File: config.mk
export PLATFORM = sky130hd
export DESIGN_NAME = spi_regframe
export DESIGN_NICKNAME = d
export VERILOG_FILES = /design/src/rtl/spi_regframe.sv
export SDC_FILE = /design/constraint.sdc
export NUM_CORES = 1
export LEC_CHECK = 0
export ABC_AREA = 1
export BUFFER_PORTS_ARGS = -buffer_cell sky130_fd_sc_hd__buf_4
export CAP_MARGIN = 20
export CORE_AREA = 3 3 94 69
export DETAILED_ROUTE_END_ITERATION = 12
export DIE_AREA = 0 0 97 72
export HOLD_SLACK_MARGIN = 0.12
export PLACE_DENSITY = 0.58
export SYNTH_ARGS = -nofsm -noshare
export SYNTH_HDL_FRONTEND = slang
export SYNTH_SLANG_ARGS = --single-unit
File: constraint.sdc
create_clock -name clk -period 1.52 [get_ports clk]
set_input_delay 0.38 -clock clk [delete_from_list [all_inputs] [get_ports clk]]
set_output_delay 0.38 -clock clk [all_outputs]
set_load 0.005 [all_outputs]
File: src/rtl/spi_regframe.sv
module spi_regframe #(
  parameter int          AW        = 6,
  parameter int          DW        = 8,
  parameter logic [7:0]  INFO_ID   = 8'h10,
  parameter logic [5:0]  INFO_ADDR = 6'h3E
) (
  input  logic          clk,
  input  logic          rst_n,
  input  logic          csn,
  input  logic          sck,
  input  logic          sdi,
  input  logic [DW-2:0] stat_in,
  output logic          sdo,
  output logic          sdo_en,
  output logic [AW-1:0] rf_addr,
  output logic          rf_wr,
  output logic [DW-1:0] rf_wdata,
  input  logic [DW-1:0] rf_rdata
);
  localparam int CMDW = AW + 2;
  localparam int FLEN = CMDW + DW;
  localparam int CW   = $clog2(FLEN) + 2;
  localparam logic [1:0] OP_WR = 2'b00, OP_RD = 2'b01, OP_CLR = 2'b10, OP_INFO = 2'b11;

  logic [2:0]      csn_q, sck_q;
  logic [1:0]      sdi_q;
  logic [CW-1:0]   cnt;
  logic [FLEN-1:0] shin;
  logic [CMDW-1:0] cmd;
  logic [DW-1:0]   obuf, resp;
  logic            ferr;

  wire csn_s    = csn_q[1];
  wire csn_fall = csn_q[2] & ~csn_q[1];
  wire csn_rise = ~csn_q[2] & csn_q[1];
  wire sck_rise = ~sck_q[2] & sck_q[1] & ~csn_s;
  wire sck_fall = sck_q[2] & ~sck_q[1] & ~csn_s;
  wire [1:0] op = cmd[CMDW-1 -: 2];

  assign rf_addr = cmd[AW-1:0];
  assign sdo     = obuf[DW-1];
  assign sdo_en  = ~csn_s;
  assign resp    = (op == OP_INFO) ? ((rf_addr == INFO_ADDR) ? INFO_ID : '0) : rf_rdata;

  always_ff @(posedge clk or negedge rst_n) begin
    if (!rst_n) begin
      csn_q <= '1;
      sck_q <= '0;
      sdi_q <= '0;
    end else begin
      csn_q <= {csn_q[1:0], csn};
      sck_q <= {sck_q[1:0], sck};
      sdi_q <= {sdi_q[0], sdi};
    end
  end

  always_ff @(posedge clk or negedge rst_n) begin
    if (!rst_n) begin
      cnt      <= '0;
      shin     <= '0;
      cmd      <= '0;
      obuf     <= '0;
      ferr     <= 1'b0;
      rf_wr    <= 1'b0;
      rf_wdata <= '0;
    end else begin
      rf_wr <= 1'b0;
      if (csn_fall) begin
        cnt  <= '0;
        obuf <= {ferr, stat_in};
      end
      if (sck_rise) begin
        shin <= {shin[FLEN-2:0], sdi_q[1]};
        if (cnt != '1) cnt <= cnt + 1'b1;
        if (cnt == CW'(CMDW - 1)) cmd <= {shin[CMDW-2:0], sdi_q[1]};
      end
      if (sck_fall)
        obuf <= (cnt == CW'(CMDW)) ? resp : {obuf[DW-2:0], 1'b0};
      if (csn_rise) begin
        if (cnt == CW'(FLEN)) begin
          ferr <= 1'b0;
          if (op == OP_WR || op == OP_CLR) begin
            rf_wr    <= 1'b1;
            rf_wdata <= (op == OP_WR) ? shin[DW-1:0] : '0;
          end
        end else begin
          ferr <= 1'b1;
        end
      end
    end
  end

  p_wr_full_frame_r7: assert property (@(posedge clk) disable iff (!rst_n)
    rf_wr |-> cnt == CW'(FLEN));
  p_wr_op_r6: assert property (@(posedge clk) disable iff (!rst_n)
    rf_wr |-> (op == OP_WR || op == OP_CLR));
  p_clr_zero_r5: assert property (@(posedge clk) disable iff (!rst_n)
    (rf_wr && op == OP_CLR) |-> rf_wdata == '0);
  p_ferr_at_end_r7: assert property (@(posedge clk) disable iff (!rst_n)
    $rose(ferr) |-> $past(csn_rise));
  p_count_r1: assert property (@(posedge clk) disable iff (!rst_n)
    (sck_rise && cnt != '1 && !csn_fall) |=> cnt == $past(cnt) + 1'b1);
  p_status_msb_r2: assert property (@(posedge clk) disable iff (!rst_n)
    csn_fall |=> sdo == $past(ferr));
  p_idle_release_r9: assert property (@(posedge clk) disable iff (!rst_n)
    $rose(csn_s) |-> !sdo_en);
  p_no_wr_op_rd_r3: assert property (@(posedge clk) disable iff (!rst_n)
    (op == OP_RD) |-> !rf_wr);
endmodule

==> Yosys cells after proc, flatten, opt, wreduce, memory -nomap -nowiden <==
Cells that the tools add are included.
{ "totals": {"ff_bits": 48, "input_bits": 20, "output_inout_bits": 17, "wordCells": 46} }
{ "classes": {"addsub": 1, "eq_ne": 7, "muxes": 13, "n_bitwise": 10, "n_reduce_logical": 5} }
{ "op_table": {"columns": ["cell", "count"], "rows": [
  ["$mux W8", 5],
  ["$mux W6", 3],
  ["$add A6 B1 Y6 const B", 1],
  ["$and A1 B1 Y1", 6],
  ["$eq A6 B3 Y1 const B", 1],
  ["$eq A6 B4 Y1 const B", 1],
  ["$eq A6 B5 Y1 const B", 1],
  ["$eq A6 B6 Y1 const B", 1],
  ["$ne A6 B6 Y1 const B", 1],
  ["$mux W5", 1],
  ["$eq A2 B2 Y1 const B", 2],
  ["$mux W1", 4],
  ["$not A1 Y1", 4],
  ["$reduce_and A3 Y1", 1],
  ["$logic_not A2 Y1", 1],
  ["$reduce_and A2 Y1", 1],
  ["$reduce_bool A2 Y1", 1],
  ["$logic_or A1 B1 Y1", 1]
]} }

==> Depth between registers and ports, before layout <==
{ "depth": {"ltp_word": 5, "ltp_mapped": 9, "mapped_depth_nobuf": 9} }

==> Worst setup path before layout <==
No wires, ideal clock.
{ "synth_path": {"path_kind": "reg-to-reg", "from": "reg cnt[0]", "to": "reg rf_wdata[0]", "setup_time_ns": 0.127, "arrival_ns": 1.175, "required_ns": 1.393, "slack_ns": 0.218, "stages_incl_launch_ff": 8, "n_path_buf": 0, "period_less_slack_ns": 1.302, "path_cell_list": "dfrtp_1 -> inv_1 -> ha_1 -> nand3_1 -> nor2_2 -> nand2_2 -> nand2_1 -> o21ai_0"} }
{ "synth_between": {"elab_chain_cells": 2} }
{ "synth_rtl": {"columns": ["item", "line_no", "text"], "rows": [
  ["from (decl)", "27", "logic [CW-1:0] cnt;"],
  ["from (signal assigned)", "74", "if (cnt != '1) cnt <= cnt + 1'b1;"],
  ["$eq A6 B5 Y1", "80", "if (cnt == CW'(FLEN)) begin"],
  ["$reduce_and A3 Y1 (no line)", null, null],
  ["to (signal assigned)", "84", "rf_wdata <= (op == OP_WR) ? shin[DW-1:0] : '0;"],
  ["to (decl)", "17", "output logic [DW-1:0] rf_wdata,"]
]} }
No other way between the ends.
A chain may end at the register's enable or synchronous reset.

==> Final worst setup path <==
{ "layout_path": {"from": "reg csn_q[1]", "to": "out sdo_en"} }
{ "layout_between": {"elab_chain_cells": 1} }
{ "layout_rtl": {"columns": ["item", "line_no", "text"], "rows": [
  ["from (decl)", "25", "logic [2:0] csn_q, sck_q;"],
  ["from (signal assigned)", "51", "csn_q <= {csn_q[1:0], csn};"],
  ["$not A1 Y1", "42", "assign sdo_en = ~csn_s;"],
  ["to (decl)", "14", "output logic sdo_en,"]
]} }
No other way between the ends.

==> flow_summary.json <==
{
  "r2r-end": "obuf[3]",
  "cts_tree": "yes",
  "powerDensity_nw_per_um2": 941.1,
  "via_per_inst": 4.606,
  "dr.first_iter.drc_count": 100,
  "worstMarginPinSlew_ps": 363.8,
  "slowest_stage": "dfstp_2",
  "netlist_area_um2": 2250,
  "ys_ff_latch": 48,
  "clock_skew_ps": 4.201,
  "critPathBufInv": 2,
  "antenna_cells": 0,
  "finalSetupViolCount": 0,
  "worst-path-stages": 2,
  "initial_core_util_pct": 39.68,
  "core_um2": 5669,
  "seq_area_frac_synth_pct": 53.56,
  "finalWirelength_mm": 4.775,
  "synthToLayoutAreaGrowth_pct": 22.58,
  "status": "complete, no violations",
  "critPathMaxStageDelay_ps": 590,
  "crit_path_max_fanout": 5,
  "arrival_ps": 1080,
  "grt_pass1_wl_mm": 8.259,
  "worstSetupPathType": "reg -> out",
  "syn_inst": 250,
  "r2r.worst_path.cells": 7,
  "cts.sinks": 48,
  "slew_viol_final": 0,
  "min_from": "sck",
  "r2r_slack_ps": 120,
  "rows": 23,
  "synth_top_cell_by_area": "dfrtp_1",
  "use_met1_pct": 21.10,
  "holdPathStages": 1,
  "yosysWarnings": 0,
  "hpwl_mm": 3.399,
  "fmaxAchievable_mhz": 685.6,
  "crit_path_start_kind": "flip-flop",
  "wl_per_cell_um": 12.98,
  "grt.met2_usage_pct": 22.48,
  "fin_crit_ps": 1458,
  "grt_remaining_overflow": 0,
  "clock_path_buffers": 2,
  "die_width_um": 97,
  "clock_latency_ps": 300,
  "num_vias": 1695,
  "ir_drop_uv": 630.3,
  "synthesis.nets": 272,
  "fin_nets": 314,
  "dieArea_um2": 6984,
  "synth_cell_type_count": 26,
  "grt_usage_pct": 14.70,
  "synthTopCellsByArea": "dfrtp_1 50%, nand2_1 12%, nand3_1 4.2%",
  "fp.dieH_um": 72,
  "use_met3_pct": 3.458,
  "maxCapViolCount": 0,
  "antenna_found_initial": 0,
  "grt_busiest_layer": "met2",
  "max_slew_margin_pct": 75.69,
  "holdWs_ps": 177.6,
  "hold_class": "in -> reg",
  "boundaryPins": 37,
  "p_leak_uw": 0.001302,
  "grt_max_degree": 30,
  "crit_chain": "inv_2, buf_6",
  "critPathRequiredTime_ps": 1140,
  "post_dp_cell_area_um2": 2576,
  "synth_top_area_share_pct": 50.06,
  "worstReg2RegStart": "csn_q[1]",
  "cts.root.buffer_cell": "clkbuf_8",
  "path_clk_slew_ps": 90,
  "first_pass_iters": 4,
  "fin_crit_sh_pct": 95.95,
  "fin_util_pct": 48.64,
  "htreeDepth": 2,
  "drc": 0,
  "cp_top_family": "flip-flops",
  "ant_nets": 0,
  "hold_viol": 0,
  "holdPathEnd": "sck_q[0]",
  "cp-end-kind": "primary output",
  "grt_pass1_vias": 1724,
  "drive_gt1_share_pct": 30.38,
  "postLayoutCellArea_um2": 2758,
  "place.gp.congestion": 0.7993,
  "cts_buffers": 5,
  "syn_avg_cell_area_um2": 8.999,
  "io_buffer_count": 36
}
## cells in the mapped netlist
cell,instances
a21oi_1,7
nor2_2,3
o21ai_0,14
a21oi_4,1
nand3_2,2
buf_4,7
o21ai_2,8
o21a_1,5
buf_6,2
nand2_1,74
nor2_4,4
ha_1,2
buf_2,1
nor2_1,8
o31ai_1,1
clkinv_1,1
nand3_1,19
inv_2,5
xnor2_1,1
nand4_1,3
o21ai_1,5
nand4_4,1
dfrtp_1,45
inv_1,22
dfstp_2,3
nand2_2,6
## area by class of cell
type | instances | area [um^2]
Timing Repair Buffer | 45 | 369.1
Fill cell | 541 | 2912
Sequential cell | 48 | 1206
Inverter | 28 | 105.1
Tap cell | 75 | 93.84
Multi-Input combinational cell | 164 | 887.1
Clock buffer | 6 | 82.58
Clock inverter | 2 | 13.76
## cells in the final DEF, fill, tap and decap left out, types with 2 or more instances in the layout
cell	instances
a21oi_1	7
buf_12	2
buf_4	41
clkbuf_8	6
dfrtp_1	44
dfstp_2	3
inv_1	21
inv_2	6
nand2_1	73
nand2_2	5
nand2_4	2
nand3_1	19
nand4_1	3
nor2_1	8
nor2_2	2
nor2_4	5
o21a_1	5
o21ai_0	13
o21ai_1	6
o21ai_2	8
## stage by stage
stage	TNS (ps)	power (uW)	instances	worst slack, ps
5_1_grt	-3.241	2736	368	-3.241
3_5_place_dp	0	1790	355	33.22
3_3_place_gp	0	1786	355	41.94
4_1_cts	0	2610	364	7.576
2_1_floorplan	0	1653	250	218.0
6_report	0	2595	368	61.52
## sequential cells by signal (all words and copies together), names as in the netlist
| name | count |
|---|---|
| sck_q | 3 |
| cnt | 6 |
| obuf | 8 |
| cmd | 8 |
| sdi_q | 2 |
| rf_wdata | 8 |
| ferr | 1 |
| rf_wr | 1 |
| shin | 8 |
| csn_q | 3 |
## cell families after synthesis
family	share of synthesized area, %
adders and majority gates	1.112
AOI/OAI and AO/OA	11.62
and+or+nand+nor	25.08
buffers and inverters	8.231
xor gates and xnor gates	0.3894
DFF	53.56
## where the power goes
part	switching, uW	internal [uW]	total [uW]	leakage (uW)
Combinational	200	138	338	0.000632
Clock	443	373	815	0.0000516
Sequential	63.2	1380	1440	0.000619
## repair_timing
action	CTS	global route
buffers inserted	0	4
gates resized for setup	0	10
endpoints found under the hold margin	19	0
hold buffers	1	0
endpoints found under the setup margin	0	19
## worst max path at each step
stage                        start           to
after floorplan             cnt[0]  rf_wdata[0]
after global placement    csn_q[2]      obuf[0]
after detailed placement  csn_q[2]      obuf[0]
after CTS                 csn_q[1]       sdo_en
after global routing      csn_q[2]       cnt[5]
final                     csn_q[1]       sdo_en
## layer usage
| metal | vias to the layer above | part of all wire [%] |
|---|---|---|
| li1 | 878 | - |
| met1 | 782 | 51 |
| met2 | 31 | 43 |
| met3 | 4 | 4.3 |
| met4 | 0 | 0.96 |
| met5 | - | 0 |
Power figures use the tool's default switching activity.
